==> src/rtl/synchro_guard_pkg.sv <==
// Shared types for the synchro drive protection block.
package synchro_guard_pkg;
    // Kick sequencer phases.
    typedef enum logic [1:0] {
        KS_IDLE = 2'd0,
        KS_KICK = 2'd1,
        KS_HOLD = 2'd2
    } kick_state_t;
endpackage

==> src/rtl/sg_fault_gate.sv <==
// Fault gate: combines the fault flags into a registered active-low BIT
// flag and a registered power-stage enable.
// Assumes every flag is synchronous to clk.
module sg_fault_gate (
    input  logic clk,
    input  logic rst_n,
    input  logic ref_lost,
    input  logic supply_lost,
    input  logic case_hot,
    input  logic oc_trip,
    input  logic drive_req,
    input  logic hold_n,
    output logic stage_on,
    output logic bit_n
);
    logic hard_fault;
    logic any_fault;

    // Faults that the override cannot mask.
    always_comb begin
        hard_fault = ref_lost | supply_lost | oc_trip | ~drive_req;
        any_fault  = hard_fault | case_hot;
    end

    // Register BIT and the stage enable; reset holds the stage off.
    always_ff @(posedge clk) begin
        if (!rst_n) begin
            bit_n    <= 1'b0;
            stage_on <= 1'b0;
        end else begin
            bit_n    <= ~any_fault;
            stage_on <= hold_n ? ~any_fault : ~hard_fault;
        end
    end

    p_fault_drops_bit_r1: assert property (@(posedge clk) disable iff (!rst_n)
        (ref_lost || supply_lost || case_hot || oc_trip || !drive_req) |=> !bit_n);
    p_stage_tracks_bit_r2: assert property (@(posedge clk) disable iff (!rst_n)
        hold_n |=> (stage_on == bit_n));
    p_override_hot_r3: assert property (@(posedge clk) disable iff (!rst_n)
        (!hold_n && case_hot && !ref_lost && !supply_lost && !oc_trip && drive_req)
        |=> (stage_on && !bit_n));
    p_hard_fault_stops_r4: assert property (@(posedge clk) disable iff (!rst_n)
        (ref_lost || supply_lost || oc_trip || !drive_req) |=> !stage_on);
endmodule

==> src/rtl/sg_kick_timer.sv <==
// Kick sequencer: waits for sustained current limiting, then raises the
// kick for a fixed time, then holds off before it can re-arm.
// Assumes cur_limit is synchronous to clk.
module sg_kick_timer
    import synchro_guard_pkg::*;
#(
    parameter int PERSIST_CYC = 8,
    parameter int KICK_CYC    = 4,
    parameter int HOLD_CYC    = 6
) (
    input  logic clk,
    input  logic rst_n,
    input  logic cur_limit,
    input  logic kick_dis_n,
    output logic kick_on
);
    localparam int MAX_CYC = (PERSIST_CYC > KICK_CYC)
                           ? ((PERSIST_CYC > HOLD_CYC) ? PERSIST_CYC : HOLD_CYC)
                           : ((KICK_CYC > HOLD_CYC) ? KICK_CYC : HOLD_CYC);
    localparam int CNT_W = $clog2(MAX_CYC + 1);
    localparam logic [CNT_W-1:0] PERSIST_LAST = CNT_W'(PERSIST_CYC - 1);
    localparam logic [CNT_W-1:0] KICK_LAST    = CNT_W'(KICK_CYC - 1);
    localparam logic [CNT_W-1:0] HOLD_LAST    = CNT_W'(HOLD_CYC - 1);

    kick_state_t      state;
    logic [CNT_W-1:0] cnt;

    // Step the phase and its cycle counter.
    always_ff @(posedge clk) begin
        if (!rst_n || kick_dis_n) begin
            state <= KS_IDLE;
            cnt   <= '0;
        end else begin
            unique case (state)
                KS_IDLE: begin
                    if (!cur_limit) begin
                        cnt <= '0;
                    end else if (cnt == PERSIST_LAST) begin
                        state <= KS_KICK;
                        cnt   <= '0;
                    end else begin
                        cnt <= cnt + 1'b1;
                    end
                end
                KS_KICK: begin
                    if (cnt == KICK_LAST) begin
                        state <= KS_HOLD;
                        cnt   <= '0;
                    end else begin
                        cnt <= cnt + 1'b1;
                    end
                end
                KS_HOLD: begin
                    if (cnt == HOLD_LAST) begin
                        state <= KS_IDLE;
                        cnt   <= '0;
                    end else begin
                        cnt <= cnt + 1'b1;
                    end
                end
                default: begin
                    state <= KS_IDLE;
                    cnt   <= '0;
                end
            endcase
        end
    end

    // The kick is applied only in the kick phase.
    always_comb kick_on = (state == KS_KICK);

    p_kick_needs_limit_r6: assert property (@(posedge clk) disable iff (!rst_n)
        $rose(kick_on) |-> $past(cur_limit));
    p_gap_after_kick_r8: assert property (@(posedge clk) disable iff (!rst_n)
        $fell(kick_on) |=> !kick_on);
    p_disabled_no_kick_r9: assert property (@(posedge clk) disable iff (!rst_n)
        kick_dis_n |=> !kick_on);
endmodule

==> src/rtl/sg_angle_offset.sv <==
// Angle offset: adds one eighth of a turn to the commanded angle while the
// kick is on. Wraps modulo the full angle range.
module sg_angle_offset #(
    parameter int ANG_W = 16
) (
    input  logic [ANG_W-1:0] angle_cmd,
    input  logic             kick_on,
    output logic [ANG_W-1:0] angle_out
);
    localparam logic [ANG_W-1:0] EIGHTH = ANG_W'(1) << (ANG_W - 3);

    // Add the offset; the carry out of the top bit is dropped.
    always_comb angle_out = angle_cmd + (kick_on ? EIGHTH : '0);

    a_no_offset_r7: assert final (kick_on || angle_out == angle_cmd);
endmodule

==> src/rtl/synchro_guard.sv <==
// Synchro drive protection and kick controller top.
// Assumes synchronous fault flags and a synchronous active-low reset.
module synchro_guard #(
    parameter int ANG_W       = 16,
    parameter int PERSIST_CYC = 8,
    parameter int KICK_CYC    = 4,
    parameter int HOLD_CYC    = 6
) (
    input  logic             clk,
    input  logic             rst_n,
    input  logic             ref_lost,
    input  logic             supply_lost,
    input  logic             case_hot,
    input  logic             oc_trip,
    input  logic             cur_limit,
    input  logic             drive_req,
    input  logic             hold_n,
    input  logic             kick_dis_n,
    input  logic [ANG_W-1:0] angle_cmd,
    output logic [ANG_W-1:0] angle_out,
    output logic             kick_on,
    output logic             stage_on,
    output logic             bit_n
);
    sg_fault_gate u_gate (
        .clk(clk), .rst_n(rst_n), .ref_lost(ref_lost), .supply_lost(supply_lost),
        .case_hot(case_hot), .oc_trip(oc_trip), .drive_req(drive_req),
        .hold_n(hold_n), .stage_on(stage_on), .bit_n(bit_n)
    );

    sg_kick_timer #(
        .PERSIST_CYC(PERSIST_CYC), .KICK_CYC(KICK_CYC), .HOLD_CYC(HOLD_CYC)
    ) u_kick (
        .clk(clk), .rst_n(rst_n), .cur_limit(cur_limit),
        .kick_dis_n(kick_dis_n), .kick_on(kick_on)
    );

    sg_angle_offset #(.ANG_W(ANG_W)) u_offset (
        .angle_cmd(angle_cmd), .kick_on(kick_on), .angle_out(angle_out)
    );

    p_limit_no_bit_r10: assert property (@(posedge clk) disable iff (!rst_n)
        (cur_limit && !ref_lost && !supply_lost && !case_hot && !oc_trip && drive_req)
        |=> (bit_n && stage_on));
endmodule

==> config.mk <==
export PLATFORM = sky130hd
export DESIGN_NAME = synchro_guard
export DESIGN_NICKNAME = d
export VERILOG_FILES = /design/src/rtl/synchro_guard_pkg.sv /design/src/rtl/sg_fault_gate.sv /design/src/rtl/sg_kick_timer.sv /design/src/rtl/sg_angle_offset.sv /design/src/rtl/synchro_guard.sv
export SDC_FILE = /design/constraint.sdc
export NUM_CORES = 1
export LEC_CHECK = 0
export ABC_AREA = 1
export BUFFER_PORTS_ARGS = -buffer_cell sky130_fd_sc_hd__buf_4
export CAP_MARGIN = 20
export CORE_ASPECT_RATIO = 0.9
export CORE_MARGIN = 2
export CORE_UTILIZATION = 36
export CTS_CLUSTER_SIZE = 40
export DETAILED_ROUTE_END_ITERATION = 7
export GPL_ROUTABILITY_DRIVEN = 0
export GPL_TIMING_DRIVEN = 0
export PLACE_DENSITY = 0.83
export SYNTH_ARGS = -nofsm -noshare
export SYNTH_HDL_FRONTEND = slang
export SYNTH_SLANG_ARGS = --single-unit
==> constraint.sdc <==
create_clock -name clk -period 1.9 [get_ports clk]
set_clock_uncertainty 0.1 [all_clocks]
set_input_delay 0.38 -clock clk [delete_from_list [all_inputs] [get_ports clk]]
set_output_delay 0.38 -clock clk [all_outputs]
set_load 0.02 [all_outputs]
==> results by group <==
Synthesis
  – Synthesized flop and latch total: 8
  – Post-synth EDFFs: 0
  – Syn Nets: between 90 and 100
  – Primary FF master, synth: dfxtp_1
  – Syn Std Cell Area: between 500 and 600 sq um
  – Post-synthesis sequential area ratio: 0.308
  – Asr flop ratio synth: 0
  – Syn Inst Count: 66
  – Yosys warning total: 0
  – Netlist cell types: 19
  – Mean Syn Cell Area: approximately 8 sq um

Power and ir drop
  – Switching power: 0.000102 W
  – Pleak: approximately 0.45 nW
  – Maximum vdd ir drop: approximately 0.00045 V
  – Combinational Power Share: 0.266
  – Sequential Power Share: 0.420
  – Power Density: 469 nW/um^2
  – Clock power share: 0.314
  – Sw Share: 0.253
  – P_int: ~0.00030 W

Global route
  – All-Layer GR Usage: 0.154
  – Vias in the first global route: a little under 500
  – Largest net degree at the start of global routing: 6
  – Initial antenna violation count: 0
  – First-pass GRT wire length: 1920 um
  – Grt ovf: 0

Clock tree
  – CTS tree: built
  – Cts bufs inserted: 3
  – Clock root buffer: clkbuf_4
  – Clock Pin Slew Worst Setup and Hold Paths: about 50 ps
  – CTS Sinks: 8
  – Worst-skew pair later-pin latency: between 200 and 300 ps
  – CTS Buffer Depth: 2
  – # H-tree levels: 1
  – Cts hold-fix bufs: 0

STA
  – Worst slew pin tran: between 200 and 250 ps
  – Final period util: 0.971
  – Final slew viol count: 0
  – Final Hold Fails: 0
  – Fin worst setup slack: between 50 and 60 ps
  – Max frequency: between 500 and 600 MHz
  – Worst hold margin: about 200 ps
  – Final setup fails: 0
  – RSZ-0062 raised after global routing: true
  – Max transition margin: 0.842
  – Tmin final: about 1800 ps

Placed design
  – DP HPWL: about 1000 um
  – # port buffers: 31
  – Post-Place Cells: 111
  – Dpl cell area: roughly 770 sq um
  – Pre-CTS WS: between 150 and 200 ps

Final layout
  – Fin util: 0.667
  – Finished Layout Cells: 118
  – Layout Nets: roughly 140
  – Final Instance Area: about 860 sq um
  – ANT cells: 0
  – Most frequent cells in the layout: buf_4, nor2_1, inv_1, nand2_1, dfxtp_1
  – Share of cells above drive strength 1: 0.606
  – Most common cell after layout, fill and taps aside: buf_4
  – Synthesis-to-finish area growth: 65.4%

Worst setup path
  – Worst path most repeated cell: ha_4
  – Critical path class: register to output pin
  – Critical path's slowest cell: dfxtp_2
  – Crit path DAT: 1360 ps
  – Worst EP required: about 1400 ps
  – Max incr delay on CP: 330 ps
  – CP max FO: 3
  – Nature of the critical path startpoint: register
  – CP Capture Type: output pin
  – Crit-path cells: inv_2 -> nand2_4 -> inv_4 -> ha_4 -> ha_4 -> xor2_1 -> buf_4

Detailed routing
  – WL final: between 1000 and 1500 um
  – Routed vias/inst: 4.69
  – DRT iter0 DRCs: 0
  – Drt wl/cell: ~11 um
  – Total number of vias: around 550
  – # DRC: 0
  – Post-DRT Antenna Nets: 0
  – First-pass detailed-route iteration total: 1

Flow run
  – Total of max-cap violations: 0

Die
  – Die H: ~40 um
  – IO Pins: 45
  – Core Region: between 1000 and 1500 sq um
  – Initial Util: 0.403
  – # rows: 12
  – Die area: about 1800 sq um
  – Horiz. Die Dim: roughly 44 um

Hold path
  – Hold Crit Class: input port to register

Run status
  – Status: finished, final reports clean
## power by group through the flow
stage	Combinational (W)	Sequential, W	Clock [W]
floorplan	0.0000576	0.000175	0
global placement	0.000104	0.000174	0
detailed placement	0.000106	0.000174	0
CTS	0.000107	0.000171	0.000135
global route	0.000115	0.000169	0.000149
finish	0.000107	0.000169	0.000127
## synthesized netlist by cell type (2+ instances only)
library cell | n | share of area
nor2_1 | 8 | 0.058
a211oi_1 | 2 | 0.029
nand2_1 | 6 | 0.043
buf_4 | 13 | 0.19
nor3_1 | 2 | 0.019
nand3_1 | 4 | 0.038
ha_1 | 4 | 0.096
xor2_1 | 2 | 0.034
nand3_2 | 2 | 0.038
dfxtp_1 | 8 | 0.31
inv_1 | 7 | 0.050
## worst max-delay path: cells and delay by family, from the launching register on
| family | cells | cell delay [ps] |
|---|---|---|
| xor gates and xnor gates | 1 | 150 |
| adders and majority gates | 2 | 300 |
| buffers and inverters | 3 | 250 |
| DFF | 1 | 330 |
| and+or+nand+nor | 1 | 80 |
## final cells by class
cell class	count	area, sq um
plain buffers	13	97.6
clock buffers	3	22.5
fillers	112	430
inverters	8	32.5
multi-input cells	37	263
flip-flops and latches	8	165
well taps	14	17.5
repair buffers	35	263
## per-layer routing
layer	GRT usage	vias to the layer above	share of wire	routed length (um)
met5	0	-	0	0
met1	0.139	238	0.31	403
met2	0.294	35	0.53	686
met3	0.0766	2	0.15	189
met4	0.0682	0	0.0047	6
li1	-	278	-	-
## logic make-up (layout without fill, tap and decap cells)
kind of cell               count (synthesis)  in the layout  share of synthesized area
DFF                                        8              8                      0.308
AOI/OAI and AO/OA                          5              5                     0.0673
buffers and inverters                     21             59                      0.245
xor gates and xnor gates                   2              2                     0.0337
and+or+nand+nor                           26             26                      0.250
adders and majority gates                  4              4                     0.0962
## flip-flops by register name, summed over array words and instances, names as in the netlist
name / flops
u_kick.cnt: 4
u_kick.state: 2
u_gate.bit_n: 1
u_gate.stage_on: 1
## timing repair
| action | 4_1_cts | 5_1_grt |
|---|---|---|
| buffers inserted | 2 | 2 |
| gates cloned | 0 | 0 |
| gates resized for setup | 4 | 6 |
| pin swaps | 1 | 3 |
| setup endpoints to repair | 2 | 2 |
## per-stage QoR
step	TNS, ps	power [W]
3_5_place_dp	0	0.000281
2_1_floorplan	0	0.000232
4_1_cts	0	0.000413
6_report	0	0.000404
5_1_grt	-31.4	0.000433
3_3_place_gp	0	0.000278
## final timing paths
kind / cells past startpoint / slack (ps) / startpoint / to
worst max register to register: 6 / 590 / u_kick.cnt[0]$_SDFF_PP0_ / u_kick.cnt[0]$_SDFF_PP0_
worst max-delay path: 7 / 60 / u_kick.state[1]$_SDFFE_PP0P_ / angle_out[15]
worst min-delay path: 2 / 210 / hold_n / u_gate.stage_on$_SDFF_PN0_
worst min register to register: 1 / 370 / u_kick.cnt[0]$_SDFF_PP0_ / u_kick.cnt[0]$_SDFF_PP0_
(Power assumes the default switching activity.)
